File: src/rtl/bus_wait_seq.sv
module bus_wait_seq #(
  parameter int AW = 16,
  parameter int DW = 16,
  parameter int WW = 4
) (
  input  logic          clk,
  input  logic          rst_n,
  input  logic          req,
  input  logic          req_we,
  input  logic [AW-1:0] req_addr,
  input  logic [DW-1:0] req_wdata,
  input  logic [WW-1:0] wait_cfg,
  input  logic          ack_n,
  input  logic [DW-1:0] bus_din,
  output logic [2:0]    phase,
  output logic [AW-1:0] bus_addr,
  output logic          bus_we,
  output logic [DW-1:0] bus_dout,
  output logic          bus_oe,
  output logic          strb_n,
  output logic          done,
  output logic [DW-1:0] rdata
);

  typedef enum logic [2:0] {
    P_IDLE = 3'd0, P_T0 = 3'd1, P_T1 = 3'd2, P_T2 = 3'd3, P_TW = 3'd4, P_T3 = 3'd5
  } ph_e;

  ph_e           st, st_nx;
  logic [WW-1:0] wreg, wcnt;
  logic          t0_ack;

  wire start     = req && (st == P_IDLE || st == P_T3);
  wire quick     = (wreg == '0) && t0_ack;
  wire count_met = wcnt >= wreg;
  wire t2_exit   = count_met && (!ack_n || quick);
  wire active    = (st == P_T0) || (st == P_T1) || (st == P_T2) || (st == P_TW);

  assign phase  = st;
  assign strb_n = !active;
  assign bus_oe = active && bus_we;
  assign done   = (st == P_T3);

  always_comb begin
    st_nx = st;
    case (st)
      P_IDLE:  if (req) st_nx = P_T0;
      P_T0:    st_nx = P_T1;
      P_T1:    st_nx = P_T2;
      P_T2:    st_nx = t2_exit ? P_T3 : P_TW;
      P_TW:    st_nx = P_T2;
      P_T3:    st_nx = req ? P_T0 : P_IDLE;
      default: st_nx = P_IDLE;
    endcase
  end

  always_ff @(posedge clk or negedge rst_n) begin
    if (!rst_n) begin
      st       <= P_IDLE;
      wreg     <= '0;
      wcnt     <= '0;
      t0_ack   <= 1'b0;
      bus_addr <= '0;
      bus_we   <= 1'b0;
      bus_dout <= '0;
      rdata    <= '0;
    end else begin
      st <= st_nx;
      if (start) begin
        wreg     <= wait_cfg;
        wcnt     <= '0;
        bus_addr <= req_addr;
        bus_we   <= req_we;
        bus_dout <= req_wdata;
      end
      if (st == P_T0) t0_ack <= !ack_n;
      if (st == P_TW && wcnt != '1) wcnt <= wcnt + 1'b1;
      if (st == P_T2 && t2_exit && !bus_we) rdata <= bus_din;
    end
  end

  AST_IDLE_HOLDS: assert property (@(posedge clk) disable iff (!rst_n)
    (st == P_IDLE && !req) |=> (st == P_IDLE));
  AST_WAIT_RETURNS: assert property (@(posedge clk) disable iff (!rst_n)
    (st == P_TW) |=> (st == P_T2));
  AST_ACK_HIGH_STALLS: assert property (@(posedge clk) disable iff (!rst_n)
    (st == P_T2 && ack_n && !quick) |=> (st == P_TW));
  AST_MIN_WAITS: assert property (@(posedge clk) disable iff (!rst_n)
    (st == P_T2 && wcnt < wreg) |=> (st == P_TW));
  AST_FAST_CYCLE: assert property (@(posedge clk) disable iff (!rst_n)
    (st == P_T2 && wreg == '0 && t0_ack) |=> (st == P_T3));
  AST_ADDR_HELD: assert property (@(posedge clk) disable iff (!rst_n)
    (st == P_T1 || st == P_T2 || st == P_TW || st == P_T3) |-> $stable(bus_addr));
  AST_DONE_PULSE: assert property (@(posedge clk) disable iff (!rst_n)
    done |=> !done);
  AST_CHAINED_START: assert property (@(posedge clk) disable iff (!rst_n)
    (st == P_T3 && req) |=> (st == P_T0));

endmodule

File: config.mk
export PLATFORM = sky130hd
export DESIGN_NAME = bus_wait_seq
export DESIGN_NICKNAME = d
export VERILOG_FILES = /design/src/rtl/bus_wait_seq.sv
export SDC_FILE = /design/constraint.sdc
export NUM_CORES = 1
export LEC_CHECK = 0
export ABC_AREA = 1
export BUFFER_PORTS_ARGS = -buffer_cell sky130_fd_sc_hd__buf_2
export CAP_MARGIN = 10
export CORE_ASPECT_RATIO = 2
export CORE_UTILIZATION = 44
export CTS_BUF_LIST = sky130_fd_sc_hd__clkbuf_8
export DETAILED_ROUTE_END_ITERATION = 16
export PLACE_DENSITY = 0.89
export SYNTH_ARGS = -nofsm -noshare
export SYNTH_HDL_FRONTEND = slang
export SYNTH_SLANG_ARGS = --single-unit
File: constraint.sdc
create_clock -name clk -period 1.5 [get_ports clk]
set_input_delay 0.15 -clock clk [delete_from_list [all_inputs] [get_ports clk]]
set_output_delay 0.15 -clock clk [all_outputs]
set_load 0.005 [all_outputs]
Yosys cells after proc, flatten, opt, wreduce, memory -nomap -nowiden
Cells that the tools add are included.
- word-level logic and storage cells: 42
- output and inout bits: 55
- input bits: 57
- flip-flop bits (word level): 61
- add/subtract/negate cells: 1
- reductions and logical operators: 19
- mux-type cells: 6
- equal/unequal tests: 7
- magnitude comparators: 1
- operators with widths (operator ; number):
    3-bit case mux with 5 select lines ; 1
    4-bit 2-to-1 mux ; 2
    1-bit logical AND ; 7
    3-bit by 2-bit == test with 1-bit output, second input constant ; 2
    3-bit == test, second input constant ; 2
    1-bit logical OR ; 5
    4-bit by 1-bit adder with 4-bit output, second input constant ; 1
    4-bit >= comparator ; 1
    4-bit logical NOT ; 1
    4-bit != test, second input constant ; 1
    3-bit by 1-bit == test with 1-bit output, second input constant ; 1
    1-bit logical NOT ; 3
    3-bit logical NOT ; 1
    3-bit 2-to-1 mux ; 1
    1-bit 2-to-1 mux ; 2
    2-bit != test, second input constant ; 1
    2-bit nonzero test ; 1
    2-bit OR reduction ; 1

Logic depth before layout (Yosys ltp)
- depth after elaboration: 6
- mapped depth: 11
- depth with buffers taken out: 10

Worst setup path before layout
OpenSTA, ideal clock, no wires.
- path type: register to register
- from: register wcnt[3]
- to: register rdata[15]
- setup time: 0.118 ns
- setup slack: 0.001 ns
- data required time: 1.382 ns
- stages on the path, launching flop included: 10
- arrival time: 1.381 ns
- buffers on the path: 1
- clock period less this slack: 1.499 ns
- path through: dfrtp_1 -> ha_1 -> nand2_1 -> inv_1 -> nand3_1 -> nand3_2 -> nand3_4 -> buf_6 -> nand2_1 -> nand2_1
- longest elaborated chain between the ends: 4
- RTL lines (what ; line ; RTL):
    start: declaration ; 30 ; logic [WW-1:0] wreg, wcnt;
    start signal: assignment ; 77 ; if (st == P_TW && wcnt != '1) wcnt <= wcnt + 1'b1;
    4-bit >= comparator ; 35 ; wire count_met = wcnt >= wreg;
    1-bit logical AND ; 36 ; wire t2_exit = count_met && (!ack_n || quick);
    1-bit logical AND (2 in a row) ; 78 ; if (st == P_T2 && t2_exit && !bus_we) rdata <= bus_din;
    end signal: assignment ; 78 ;
    end: declaration ; 22 ; output logic [DW-1:0] rdata
Every way passes these cells.
A chain may end at the register's enable or synchronous reset.

Worst setup path in the final report
- from: register wreg[1]
- to: register rdata[7]
- longest elaborated chain between the ends: 6
- elaborated cells on any way between the ends: 7
- classes of those cells: order compare (1); reduce/logical (6)
- RTL lines (what ; line ; RTL):
    start: declaration ; 30 ;
    start signal: assignment ; 70 ; wreg <= wait_cfg;
    branches (longest 3 deep; another with 4-bit >= comparator) ; -- ;
    1-bit logical AND (*) ; 36 ;
    1-bit logical AND (*) (2 in a row) ; 78 ;
Mark *: on every way between the ends.

==> results.json <==
{
  "dieHeight_um": 111,
  "end_kind": "flip-flop",
  "syn_nets": 357,
  "crit_required_ns": 1.73,
  "min_path_type": "input port to flip-flop",
  "start_util_pct": 45.5,
  "max_stage_delay_ns": 0.39,
  "cpMostUsedCell": "nand2_1",
  "core_mm2": 0.00571,
  "final_net_count": 515,
  "outcome": "finished with violations",
  "clockRootBuffer": "clkbuf_8",
  "grt_usage_pct": 24.6,
  "finClkSkew_ns": 0.00950,
  "dr.pass1.iters": 5,
  "clkTransAtPathRegs_ns": 0.07,
  "whs_ns": 0.00859,
  "portBuffers": 111,
  "cts_buffers": 9,
  "synth_top_area_share_pct": 58.8,
  "setup-violations-final": 18,
  "row_count": 39,
  "vdd_ir_drop_max_mv": 2.14,
  "maxCapViolCount": 0,
  "worst_pin_slew_ns": 0.362,
  "grt_pass1_wl_mm": 11.9,
  "die_area_mm2": 0.00623,
  "synth_seq_cells": 61,
  "die_w_um": 56.3,
  "globalplace.congestion": 0.867,
  "drc": 0,
  "dp_hpwl_mm": 4.34,
  "rsz0062_at_grt": "yes",
  "p_leak_nw": 2.22,
  "maxSlewHeadroom_pct": 75.7,
  "placedCellCount": 467,
  "antenna_found_initial": 0,
  "synth-seq-area-share_pct": 58.8,
  "routedWlPerCell_um": 14.4,
  "final_hold_viol_count": 0,
  "yosysUniqueCellTypes": 24,
  "worst_path_max_delay_cell": "dfrtp_1",
  "cts_max_level": 3,
  "cts_tree": "built",
  "clkLatencyLatePin_ns": 0.34,
  "grt_max_degree": 62,
  "avgSynthCellArea_um2": 8.81,
  "drt_iter0_drc": 134,
  "grt_overflow": 0,
  "ys.warnings.count": 0,
  "io_pins": 112,
  "cts.sinks": 61,
  "fin_crit_sh_pct": 105,
  "area_delta_synth_final_pct": 53.3,
  "start_kind": "flip-flop",
  "cts_buffer_depth": 2,
  "vias": 2634,
  "violations": "negative setup slack",
  "fin_cells": 519,
  "arrival_ns": 1.80,
  "antenna_left": 0,
  "place_area_mm2": 0.00326,
  "wl_mm": 7.49,
  "p_total_mw": 8.94,
  "drv_slew": 0,
  "critPathMaxFanout": 8,
  "synth_area_mm2": 0.00260,
  "crit_type": "flip-flop to flip-flop",
  "drive_gt1_share_pct": 39.3,
  "yosysTopAreaCell": "dfrtp_1",
  "synthTopCellsByArea": "dfrtp_1 (59%), nand2_1 (22%), nand4_1 (3.9%)",
  "timing.final.ws_setup_ns": -0.0724,
  "finalCriticalPeriod_ns": 1.57,
  "antennaDiodeCount": 0,
  "design_area_mm2": 0.00398,
  "synthCells": 295,
  "path_cells": "buf_4 -> nor2_1 -> nand3_1 -> a21oi_4 -> nand3_4 -> nand2_1 -> nand2_1",
  "viasPerCell": 5.08,
  "power_density_mw_per_mm2": 2250,
  "finalSetupTns_ns": -0.898,
  "first_global_vias": 2629,
  "clock.fmax_ghz": 0.636
}
## cell usage in the layout, fill, tap and decap left out, types with 2 or more instances in the layout
master         count
nand4_1           16
a21oi_4            2
buf_6              4
ha_1               2
nand3_2            2
nand2_1          144
nand3_1            6
o21ai_0            3
nand3_4            3
buf_2            111
o21ai_1            5
inv_1              7
bufinv_16          2
ha_4               3
nor2_1             7
a21oi_1            2
buf_12             2
dfrtp_1           59
clkinvlp_4         3
clkbuf_8          11
dlygate4sd3_1     24
dfrtp_2            2
buf_4             14
nand2_2            8
inv_2              6
## what timing repair did
item                                   in CTS  in global routing
endpoints found under the hold margin      84                  0
buffers inserted                            5                  6
pin swaps                                   9                  5
gates cloned                                2                  1
gates resized for setup                    19                 16
setup endpoints to repair                  19                 58
hold buffers                               24                  0
## path summary, 6_finish.rpt
check                                 start           to  slack (ns)  cells after the start
worst max-delay path                wreg[1]     rdata[7]       -0.07                      7
worst min-delay path            req_addr[7]  bus_addr[7]       0.009                      3
worst max register to register      wreg[1]     rdata[7]       -0.07                      7
worst min register to register    rdata[13]    rdata[13]        0.47                      2
max in group asynchronous             rst_n     phase[1]        0.87                      3
min in group asynchronous             rst_n  bus_addr[3]        0.33                      3
## cell usage after synthesis (all sizes together)
library cell and n:
xor2 1, a31oi 1, clkbuf 1, nand2 152
nor2 9, dfrtp 61, o21ai 8, a21oi 5
nand3 10, ha 5, nand4 16, o22ai 1
inv 14, buf 10, clkinv 1
## power by group
part           switching [mW]  internal [mW]
sequential              0.497           2.43
combinational            2.36           1.97
clock                   0.658           1.02
total                    3.51           5.43
## through the flow
stage               worst slack (ns)  utilization (%)
floorplan                   0.000906                -
global placement              0.0514             57.2
detailed placement           -0.0148             57.2
CTS                          -0.0161             68.1
global route                  -0.167             69.8
finish                       -0.0724             69.8
## critical path: cells and delay by family, from the launching register on
kind	cells	cell delay [ns]
flops	1	0.39
buf+inv	1	0.13
simple gates	5	0.65
compound gates	1	0.28
## registers in the layout, indices dropped and copies added, names as in the netlist
register  flops
wcnt          4
bus_addr     16
phase         3
bus_dout     16
wreg          4
t0_ack        1
bus_we        1
rdata        16
## layout make-up
cell class	instances	area [um2]
fillers	404	1730
flip-flops and latches	61	1530
multi-input cells	209	1060
repair buffers	157	1030
clock buffers	11	151
clock inverters	5	82.6
well taps	61	76.3
inverters	15	61.3
## layer usage
| layer | vias up | wire (um) | GRT usage [%] |
|---|---|---|---|
| li1 | 1252 | - | - |
| met1 | 1257 | 2800 | 27.3 |
| met2 | 101 | 4090 | 42.3 |
| met3 | 24 | 327 | 4.32 |
| met4 | 0 | 272 | 15.3 |
| met5 | - | 0 | 0 |
## kinds of logic (layout without fill, tap and decap cells)
family	after synthesis	in the layout	share of synthesized area [%]
AND/OR/NAND/NOR	187	188	30.1
flip-flops	61	61	58.8
buffers and inverters	26	188	4.96
AO/OA/AOI/OAI	15	15	3.42
adder cells (fa/ha/maj)	5	5	2.41
XOR/XNOR	1	1	0.337
Note: power is estimated with default switching activity, not from simulation.
